==> config.mk <==
export PLATFORM = sky130hd
export DESIGN_NAME = board_ctl_regs
export DESIGN_NICKNAME = d
export VERILOG_FILES = /design/src/rtl/board_ctl_pkg.sv /design/src/rtl/board_ctl_decode.sv /design/src/rtl/board_ctl_display.sv /design/src/rtl/board_ctl_i2c.sv /design/src/rtl/board_ctl_regs.sv
export SDC_FILE = /design/constraint.sdc
export NUM_CORES = 1
export LEC_CHECK = 0
export ABC_AREA = 1
export CELL_PAD_IN_SITES_DETAIL_PLACEMENT = 1
export CELL_PAD_IN_SITES_GLOBAL_PLACEMENT = 1
export CORE_MARGIN = 2
export CORE_UTILIZATION = 25
export CTS_CLUSTER_SIZE = 20
export DETAILED_ROUTE_END_ITERATION = 10
export GPL_TIMING_DRIVEN = 0
export MAX_ROUTING_LAYER = met4
export PLACE_DENSITY = 0.61
export SYNTH_ARGS = -nofsm -noshare
export SYNTH_HDL_FRONTEND = slang
export SYNTH_SLANG_ARGS = --single-unit
==> constraint.sdc <==
create_clock -name clk -period 3.7 [get_ports clk]
set_input_delay 0.74 -clock clk [delete_from_list [all_inputs] [get_ports clk]]
set_output_delay 0.74 -clock clk [all_outputs]
set_load 0.02 [all_outputs]
==> src/rtl/board_ctl_pkg.sv <==
package board_ctl_pkg;

  localparam logic [19:0] OFF_SWITCH  = 20'h00200;
  localparam logic [19:0] OFF_STATUS  = 20'h00208;
  localparam logic [19:0] OFF_JUMPER  = 20'h00210;
  localparam logic [19:0] OFF_LED     = 20'h00408;
  localparam logic [19:0] OFF_HEXWORD = 20'h00410;
  localparam logic [19:0] OFF_CHAR0   = 20'h00418;
  localparam logic [19:0] OFF_SOFTRST = 20'h00500;
  localparam logic [19:0] OFF_BREAK   = 20'h00508;
  localparam logic [19:0] OFF_GPOUT   = 20'h00a00;
  localparam logic [19:0] OFF_GPIN    = 20'h00a08;
  localparam logic [19:0] OFF_I2CIN   = 20'h00b00;
  localparam logic [19:0] OFF_I2COE   = 20'h00b08;
  localparam logic [19:0] OFF_I2COUT  = 20'h00b10;
  localparam logic [19:0] OFF_I2CSEL  = 20'h00b18;

  localparam logic [31:0] SOFTRST_KEY = 32'h0000_0042;
  localparam logic [7:0]  STATUS_BE   = 8'h12;
  localparam logic [7:0]  STATUS_LE   = 8'h10;
  localparam logic [7:0]  BLANK_CHAR  = 8'h20;
  localparam logic [7:0]  BREAK_RST   = 8'h0a;
  localparam logic [1:0]  I2CIN_CONST = 2'b11;

  typedef struct packed {
    logic led;
    logic hexword;
    logic softrst;
    logic brk;
    logic gpout;
    logic i2coe;
    logic i2cout;
    logic i2csel;
  } wr_hits_t;

  function automatic logic [7:0] hex_char(input logic [3:0] nib);
    if (nib < 4'd10) hex_char = 8'h30 + {4'h0, nib};
    else             hex_char = 8'h37 + {4'h0, nib};
  endfunction

endpackage

==> src/rtl/board_ctl_decode.sv <==
module board_ctl_decode
  import board_ctl_pkg::*;
#(
  parameter int DEC_W       = 20,
  parameter int NUM_CHARS   = 8,
  parameter int STRIDE_LG   = 3
) (
  input  logic                 we,
  input  logic [DEC_W-1:0]     off,
  output wr_hits_t             hits,
  output logic [NUM_CHARS-1:0] char_we
);

  always_comb begin
    hits         = '0;
    hits.led     = we && (off == DEC_W'(OFF_LED));
    hits.hexword = we && (off == DEC_W'(OFF_HEXWORD));
    hits.softrst = we && (off == DEC_W'(OFF_SOFTRST));
    hits.brk     = we && (off == DEC_W'(OFF_BREAK));
    hits.gpout   = we && (off == DEC_W'(OFF_GPOUT));
    hits.i2coe   = we && (off == DEC_W'(OFF_I2COE));
    hits.i2cout  = we && (off == DEC_W'(OFF_I2COUT));
    hits.i2csel  = we && (off == DEC_W'(OFF_I2CSEL));
  end

  for (genvar k = 0; k < NUM_CHARS; k++) begin : g_slot
    localparam logic [DEC_W-1:0] SLOT_OFF =
      DEC_W'(OFF_CHAR0) + DEC_W'(k << STRIDE_LG);
    assign char_we[k] = we && (off == SLOT_OFF);
  end

endmodule

==> src/rtl/board_ctl_display.sv <==
module board_ctl_display
  import board_ctl_pkg::*;
#(
  parameter int NUM_CHARS = 8,
  parameter int DATA_W    = 32
) (
  input  logic                   clk,
  input  logic                   rst,
  input  logic                   hex_load,
  input  logic [NUM_CHARS-1:0]   char_we,
  input  logic [DATA_W-1:0]      wdata,
  output logic [NUM_CHARS*8-1:0] chars
);

  for (genvar k = 0; k < NUM_CHARS; k++) begin : g_char
    localparam int NIB_LO = 4 * (NUM_CHARS - 1 - k);
    logic [7:0] char_q;

    always_ff @(posedge clk) begin
      if (rst)             char_q <= BLANK_CHAR;
      else if (hex_load)   char_q <= hex_char(wdata[NIB_LO +: 4]);
      else if (char_we[k]) char_q <= wdata[7:0];
    end

    assign chars[8*k +: 8] = char_q;
  end

endmodule

==> src/rtl/board_ctl_i2c.sv <==
module board_ctl_i2c
  import board_ctl_pkg::*;
#(
  parameter int DATA_W = 32
) (
  input  logic              clk,
  input  logic              rst,
  input  logic              we_oe,
  input  logic              we_out,
  input  logic              we_sel,
  input  logic [DATA_W-1:0] wdata,
  input  logic              sda_i,
  output logic [1:0]        oe_q,
  output logic [DATA_W-1:0] out_q,
  output logic              sel_q,
  output logic [DATA_W-1:0] rd_inp,
  output logic [DATA_W-1:0] rd_gpin,
  output logic              scl_o,
  output logic              sda_o
);

  always_ff @(posedge clk) begin
    if (rst) begin
      oe_q  <= '0;
      out_q <= DATA_W'(2'b11);
      sel_q <= 1'b1;
    end else begin
      if (we_oe)  oe_q  <= wdata[1:0];
      if (we_out) out_q <= wdata;
      if (we_sel) sel_q <= wdata[0];
    end
  end

  assign scl_o   = out_q[1];
  assign sda_o   = out_q[0];
  assign rd_inp  = {{(DATA_W-2){1'b0}}, I2CIN_CONST[1], sda_i};
  assign rd_gpin = sel_q ? out_q : '0;

endmodule

==> src/rtl/board_ctl_regs.sv <==
module board_ctl_regs
  import board_ctl_pkg::*;
#(
  parameter int DATA_W     = 32,
  parameter int ADDR_W     = 32,
  parameter int DEC_W      = 20,
  parameter int NUM_CHARS  = 8,
  parameter int STRIDE_LG  = 3,
  parameter int LED_W      = 8,
  parameter bit BIG_ENDIAN = 1'b1
) (
  input  logic                   clk,
  input  logic                   rst,
  input  logic                   bus_we,
  input  logic [ADDR_W-1:0]      bus_addr,
  input  logic [DATA_W-1:0]      bus_wdata,
  output logic [DATA_W-1:0]      bus_rdata,
  output logic [LED_W-1:0]       led_o,
  output logic [NUM_CHARS*8-1:0] disp_chars_o,
  output logic                   sys_rst_req_o,
  output logic [7:0]             brk_o,
  output logic [7:0]             gpout_o,
  output logic [1:0]             i2c_oe_o,
  output logic                   scl_o,
  output logic                   sda_o,
  input  logic                   sda_i
);

  localparam logic [7:0] STATUS_VAL = BIG_ENDIAN ? STATUS_BE : STATUS_LE;

  logic [DEC_W-1:0]     off;
  wr_hits_t             hits;
  logic [NUM_CHARS-1:0] char_we;
  logic [DATA_W-1:0]    i2c_out_q;
  logic                 i2c_sel_q;
  logic [DATA_W-1:0]    rd_inp;
  logic [DATA_W-1:0]    rd_gpin;
  logic [LED_W-1:0]     led_q;
  logic [7:0]           brk_q;
  logic [7:0]           gpout_q;
  logic                 req_q;

  assign off = bus_addr[DEC_W-1:0];

  board_ctl_decode #(
    .DEC_W     (DEC_W),
    .NUM_CHARS (NUM_CHARS),
    .STRIDE_LG (STRIDE_LG)
  ) u_decode (
    .we      (bus_we),
    .off     (off),
    .hits    (hits),
    .char_we (char_we)
  );

  board_ctl_display #(
    .NUM_CHARS (NUM_CHARS),
    .DATA_W    (DATA_W)
  ) u_display (
    .clk      (clk),
    .rst      (rst),
    .hex_load (hits.hexword),
    .char_we  (char_we),
    .wdata    (bus_wdata),
    .chars    (disp_chars_o)
  );

  board_ctl_i2c #(
    .DATA_W (DATA_W)
  ) u_i2c (
    .clk     (clk),
    .rst     (rst),
    .we_oe   (hits.i2coe),
    .we_out  (hits.i2cout),
    .we_sel  (hits.i2csel),
    .wdata   (bus_wdata),
    .sda_i   (sda_i),
    .oe_q    (i2c_oe_o),
    .out_q   (i2c_out_q),
    .sel_q   (i2c_sel_q),
    .rd_inp  (rd_inp),
    .rd_gpin (rd_gpin),
    .scl_o   (scl_o),
    .sda_o   (sda_o)
  );

  always_ff @(posedge clk) begin
    if (rst) begin
      led_q   <= '0;
      brk_q   <= BREAK_RST;
      gpout_q <= '0;
      req_q   <= 1'b0;
    end else begin
      if (hits.led)   led_q   <= bus_wdata[LED_W-1:0];
      if (hits.brk)   brk_q   <= bus_wdata[7:0];
      if (hits.gpout) gpout_q <= bus_wdata[7:0];
      req_q <= hits.softrst && (bus_wdata == DATA_W'(SOFTRST_KEY));
    end
  end

  assign led_o         = led_q;
  assign brk_o         = brk_q;
  assign gpout_o       = gpout_q;
  assign sys_rst_req_o = req_q;

  always_comb begin
    bus_rdata = '0;
    case (off)
      DEC_W'(OFF_STATUS): bus_rdata = DATA_W'(STATUS_VAL);
      DEC_W'(OFF_LED):    bus_rdata = DATA_W'(led_q);
      DEC_W'(OFF_BREAK):  bus_rdata = DATA_W'(brk_q);
      DEC_W'(OFF_GPOUT):  bus_rdata = DATA_W'(gpout_q);
      DEC_W'(OFF_GPIN):   bus_rdata = rd_gpin;
      DEC_W'(OFF_I2CIN):  bus_rdata = rd_inp;
      DEC_W'(OFF_I2COE):  bus_rdata = DATA_W'(i2c_oe_o);
      DEC_W'(OFF_I2COUT): bus_rdata = i2c_out_q;
      DEC_W'(OFF_I2CSEL): bus_rdata = DATA_W'(i2c_sel_q);
      default:            bus_rdata = '0;
    endcase
  end

endmodule

# After elaboration in Yosys (flattened, before gate mapping)
# Index checks and enable logic that the tools add are counted.
totals:
  regBits: 124
  out_inout_bits: 125
  in_bits: 68
  word_cells: 110
op_classes:
  reduce_logical: 25
  mux: 26
  n_addsub: 16
  eq_ne: 20
  order_cmp: 8
ops:
  columns: ["op", "n"]
  rows:
  - ["$pmux W32 S9", 1]
  - ["$eq A20 B11 Y1 const B", 12]
  - ["$mux W8", 24]
  - ["$eq A20 B12 Y1 const B", 6]
  - ["$add A6 B4 Y7 const A", 16]
  - ["$eq A32 B7 Y1 const B", 1]
  - ["$lt A4 B4 Y1 const B", 8]
  - ["$mux W32", 1]
  - ["$eq A20 B10 Y1 const B", 1]
  - ["$logic_and A1 B1 Y1", 17]
  - ["$reduce_bool A2 Y1", 8]

# Longest topological paths before layout
depth:
  word_depth: 4
  depth_mapped: 11
  depth_no_buf: 11

# By module
# Synthesis repeated with hierarchy kept, for this count alone.
unflattened:
  hier_cells: 1269
  hier_area_um2: 7873.8
modules_own_cells:
  columns: ["mod", "n_inst", "seq_area_each_um2", "cells_per_inst", "area_per_inst_um2"]
  rows:
  - ["board_ctl_display", 1, 1281.2, 504, 3408.3]
  - ["board_ctl_regs", 1, 500.5, 375, 2185.8]
  - ["board_ctl_i2c", 1, 700.7, 321, 1966.9]
  - ["board_ctl_decode", 1, 0.0, 69, 312.8]

# Worst setup path before layout
# Ideal clock, no wire load.
synth_timing:
  path_type: "input port to output port"
  start: "input bus_addr[17]"
  end: "output bus_rdata[12]"
  setup_slack_ns: 1.007
  t_arrival_ns: 1.953
  t_required_ns: 2.960
  path_stages: 10
  path_cell_list: "nor2_1 nand2_2 nor2_4 nand2_4 inv_2 nand3_2 nand2_4 inv_4 buf_8 nor2_2"
synth_via:
  elab_chain_len: 2
  word_cells_on_any_way: 10
synth_lines:
  columns: ["item", "line_no", "rtl"]
  rows:
  - ["start, declared", "board_ctl_regs.sv:15", "input logic [ADDR_W-1:0] bus_addr,"]
  - ["$eq A20 B12 Y1 (tied with other cells)", "board_ctl_regs.sv:108", "case (off)"]
  - ["$pmux W32 S9 *", "board_ctl_regs.sv:108", null]
  - ["end, declared", "board_ctl_regs.sv:17", "output logic [DATA_W-1:0] bus_rdata,"]
# Every way passes the cells marked *; elsewhere a longest branch is shown, timed or not.

# Worst setup path after layout
layout_timing:
  start: "input bus_addr[4]"
  end: "output bus_rdata[26]"
# Same word-level chain as after synthesis.

==> impl_metrics.py <==
metrics = {
    "floorplan": {
        "die_width_microns": 168,
        "core-area_sq_um": 26200,
        "initial_core_util_pct": 25.5,
        "io_pins": 193,
        "fp-row-count": 59,
        "die_area_sq_um": 28100,
        "die-height_microns": 168,
    },
    "finish": {
        "seqCellArea_sq_um": 2480,
        "drive_gt1_share_pct": 10.7,
        "num-fill-cells": 3274,
        "diodes": 0,
        "multi_input_area_sq_um": 3470,
        "area_delta_synth_final_pct": 42.0,
        "nets": 1279,
        "utilization_pct": 36.3,
        "layout.cells.non_filler": 1542,
    },
    "worst_setup_path": {
        "worstPathRequired_ns": 2.96,
        "path_cells": "clkdlybuf4s50_1 > inv_1 > nand3_2 > nor2_4 > nand2_4 > inv_2 > nand3_2 > nand2_4 > inv_4 > buf_8 > nor2_4 > dlygate4sd2_1",
        "start_kind": "input pin",
        "path_class": "in -> out",
        "worstPathArrival_ns": 2.83,
        "slowest_stage": "clkdlybuf4s50_1",
        "critPathMaxFanout": 10,
        "end_kind": "primary output",
        "cp_slowest_stage_delay_ns": 0.51,
        "r2r_cells": 5,
    },
    "drt": {
        "drc": 0,
        "vias_per_cell": 4.70,
        "final_antenna_net_count": 0,
        "routed_wl_microns": 29000,
        "dr_total_vias": 7248,
        "wl_per_cell_microns": 18.8,
        "drtIter0Drc": 332,
        "firstDrtPassIters": 5,
    },
    "synthesis": {
        "synthCells": 995,
        "syn_nets": 1079,
        "synth_cell_types": 37,
        "syn_area_sq_um": 6700,
        "syn_avg_cell_area_sq_um": 6.73,
        "synth-seq-area-share_pct": 37.1,
        "ys_ff_latch": 124,
        "yosysWarnings": 0,
    },
    "hold_path": {
        "hp-class": "reg -> reg",
        "worstHoldPathCells": 2,
    },
    "clocking": {
        "clockBufferDepth": 2,
        "clk_pin_slew_ns": 0.06,
        "cts_buffers": 17,
        "cts_hold_buf": 0,
        "cts_tree": "done",
        "htree_levels": 4,
        "clk_latency_ns": 0.43,
        "root_buffer": "clkbuf_16",
        "cts.sink_count": 124,
    },
    "sta": {
        "clock_skew_ns": 0,
        "fin_crit_sh_pct": 96.5,
        "setup_viol": 0,
        "period_minus_slack_ns": 3.57,
        "fmax_ghz": 0.280,
        "hold_viol": 0,
        "worst_slew_pin_slew_ns": 0.839,
        "report.final.slew_viol_count": 0,
        "relSlewSlack_pct": 44.1,
        "tns_ns": 0,
    },
    "power_and_ir_drop": {
        "ir_drop_v": 0.000248,
        "power.density_nw_per_um2": 366,
        "leakage_uw": 0.00411,
    },
    "global_routing": {
        "grt_pass1_wl_microns": 43900,
        "grt_antenna_before_repair": 0,
        "grtUsageTotal_pct": 21.4,
        "grt_pass1_vias": 7233,
        "grt_overflow_total": 0,
        "grt_start_max_net_pins": 17,
    },
    "placement": {
        "io_buffers": 176,
        "dp_cells": 1506,
        "place.detailed.hpwl_microns": 22200,
        "place.gp.congestion": 0.840,
    },
    "run": {
        "drv_cap": 0,
    },
    "outcome": {
        "outcome": "finished clean",
    },
}
==> flip-flops by register name (all words and copies together) (netlist names) <==
signal                   count
sys_rst_req_o                1
u_i2c.sel_q                  1
gpout_o                      8
u_i2c.oe_q                   2
led_o                        8
brk_o                        8
u_i2c.out_q                 32
u_display.g_char.char_q     64
==> synth_stat cells, drive strengths merged <==
cell | number | area [sq um]
o21a | 3 | 22.5
ha | 16 | 200
buf | 17 | 130
nor3 | 6 | 35.0
nor2 | 183 | 858
nand2 | 181 | 734
nand3b | 2 | 15.0
inv | 146 | 551
nand3 | 71 | 388
dfxtp | 124 | 2480
clkbuf | 21 | 78.8
o21ai | 125 | 626
clkinv | 1 | 3.75
o211ai | 6 | 50.1
xnor2 | 1 | 8.76
xor2 | 7 | 61.3
nand4 | 7 | 43.8
nor4 | 2 | 12.5
a21oi | 75 | 387
o21bai | 1 | 7.51
==> cell usage in the layout (no fill, tap or decap), types with 23 or more instances in the layout <==
cell type	count
a21oi_1	74
clkbuf_1	23
clkdlybuf4s50_1	144
dfxtp_1	124
inv_1	138
nand2_1	165
nand3_1	65
nor2_1	147
nor2_2	23
o21ai_0	120
==> final cells by class <==
class	instances	share of cell area [%]
Buffer	38	2.20
Clock buffer	25	5.42
Clock inverter	6	1.37
Inverter	147	5.83
Multi-Input combinational cell	686	36.5
Sequential cell	124	26.1
Tap cell	335	4.41
Timing Repair Buffer	181	18.2
==> per-layer routing <==
layer | routed length [microns] | vias to the layer above | global-route usage, %
met4 | 406 | 0 | 4.95
li1 | - | 3563 | -
met2 | 13600 | 188 | 35.0
met5 | 0 | - | -
met3 | 1200 | 29 | 3.40
met1 | 13800 | 3468 | 27.9
==> cells by family (layout without fill, tap and decap cells) <==
logic type / Yosys count / after routing / synth area share (%)
AO/OA/AOI/OAI: 210 / 210 / 16.3
XOR/XNOR: 8 / 8 / 1.05
adder cells (fa/ha/maj): 16 / 16 / 2.99
buffers and inverters: 185 / 397 / 11.4
flip-flops: 124 / 124 / 37.1
AND/OR/NAND/NOR: 452 / 452 / 31.2
==> report_power, final <==
| group | internal [uW] | switching (uW) | leakage, uW |
|---|---|---|---|
| combinational | 92.5 | 175 | 0.00279 |
| sequential | 1340 | 0.00150 | 0.000999 |
| clock | 1230 | 651 | 0.000319 |
| total | 2660 | 826 | 0.00411 |
==> final timing paths <==
| kind | slack [ns] | end | from |
|---|---|---|---|
| min | 0.46 | u_i2c.out_q[24] | u_i2c.out_q[24] |
| min reg2reg | 0.46 | u_i2c.out_q[24] | u_i2c.out_q[24] |
| max | 0.13 | bus_rdata[26] | bus_addr[4] |
| max reg2reg | 2.92 | u_display.g_char[7].char_q[0] | u_display.g_char[7].char_q[0] |
==> timing repair <==
| action | CTS | global route |
|---|---|---|
| buffers inserted | 1 | 4 |
| endpoints found under the setup margin | 32 | 22 |
| pin swaps | 1 | 2 |
| resized for setup | 36 | 26 |
==> critical path, delay by kind of cell <==
| family | cells | cell delay, ns |
|---|---|---|
| AND/OR/NAND/NOR | 6 | 0.74 |
| buffers and inverters | 6 | 1.33 |
==> stage by stage <==
step | setup WS [ns] | hold WS (ns) | instance area [sq um] | total power (uW)
3_5_place_dp | -0.347 | 0.450 | 8880 | 1630
4_1_cts | -0.0491 | 0.461 | 9500 | 3500
5_1_grt | -0.00684 | 0.480 | 9510 | 3590
2_1_floorplan | 1.01 | 0.430 | 6700 | 1480
6_report | 0.129 | 0.457 | 9510 | 3480
3_3_place_gp | -0.312 | 0.442 | 8880 | 1630
Power figures use the tool's default switching activity.
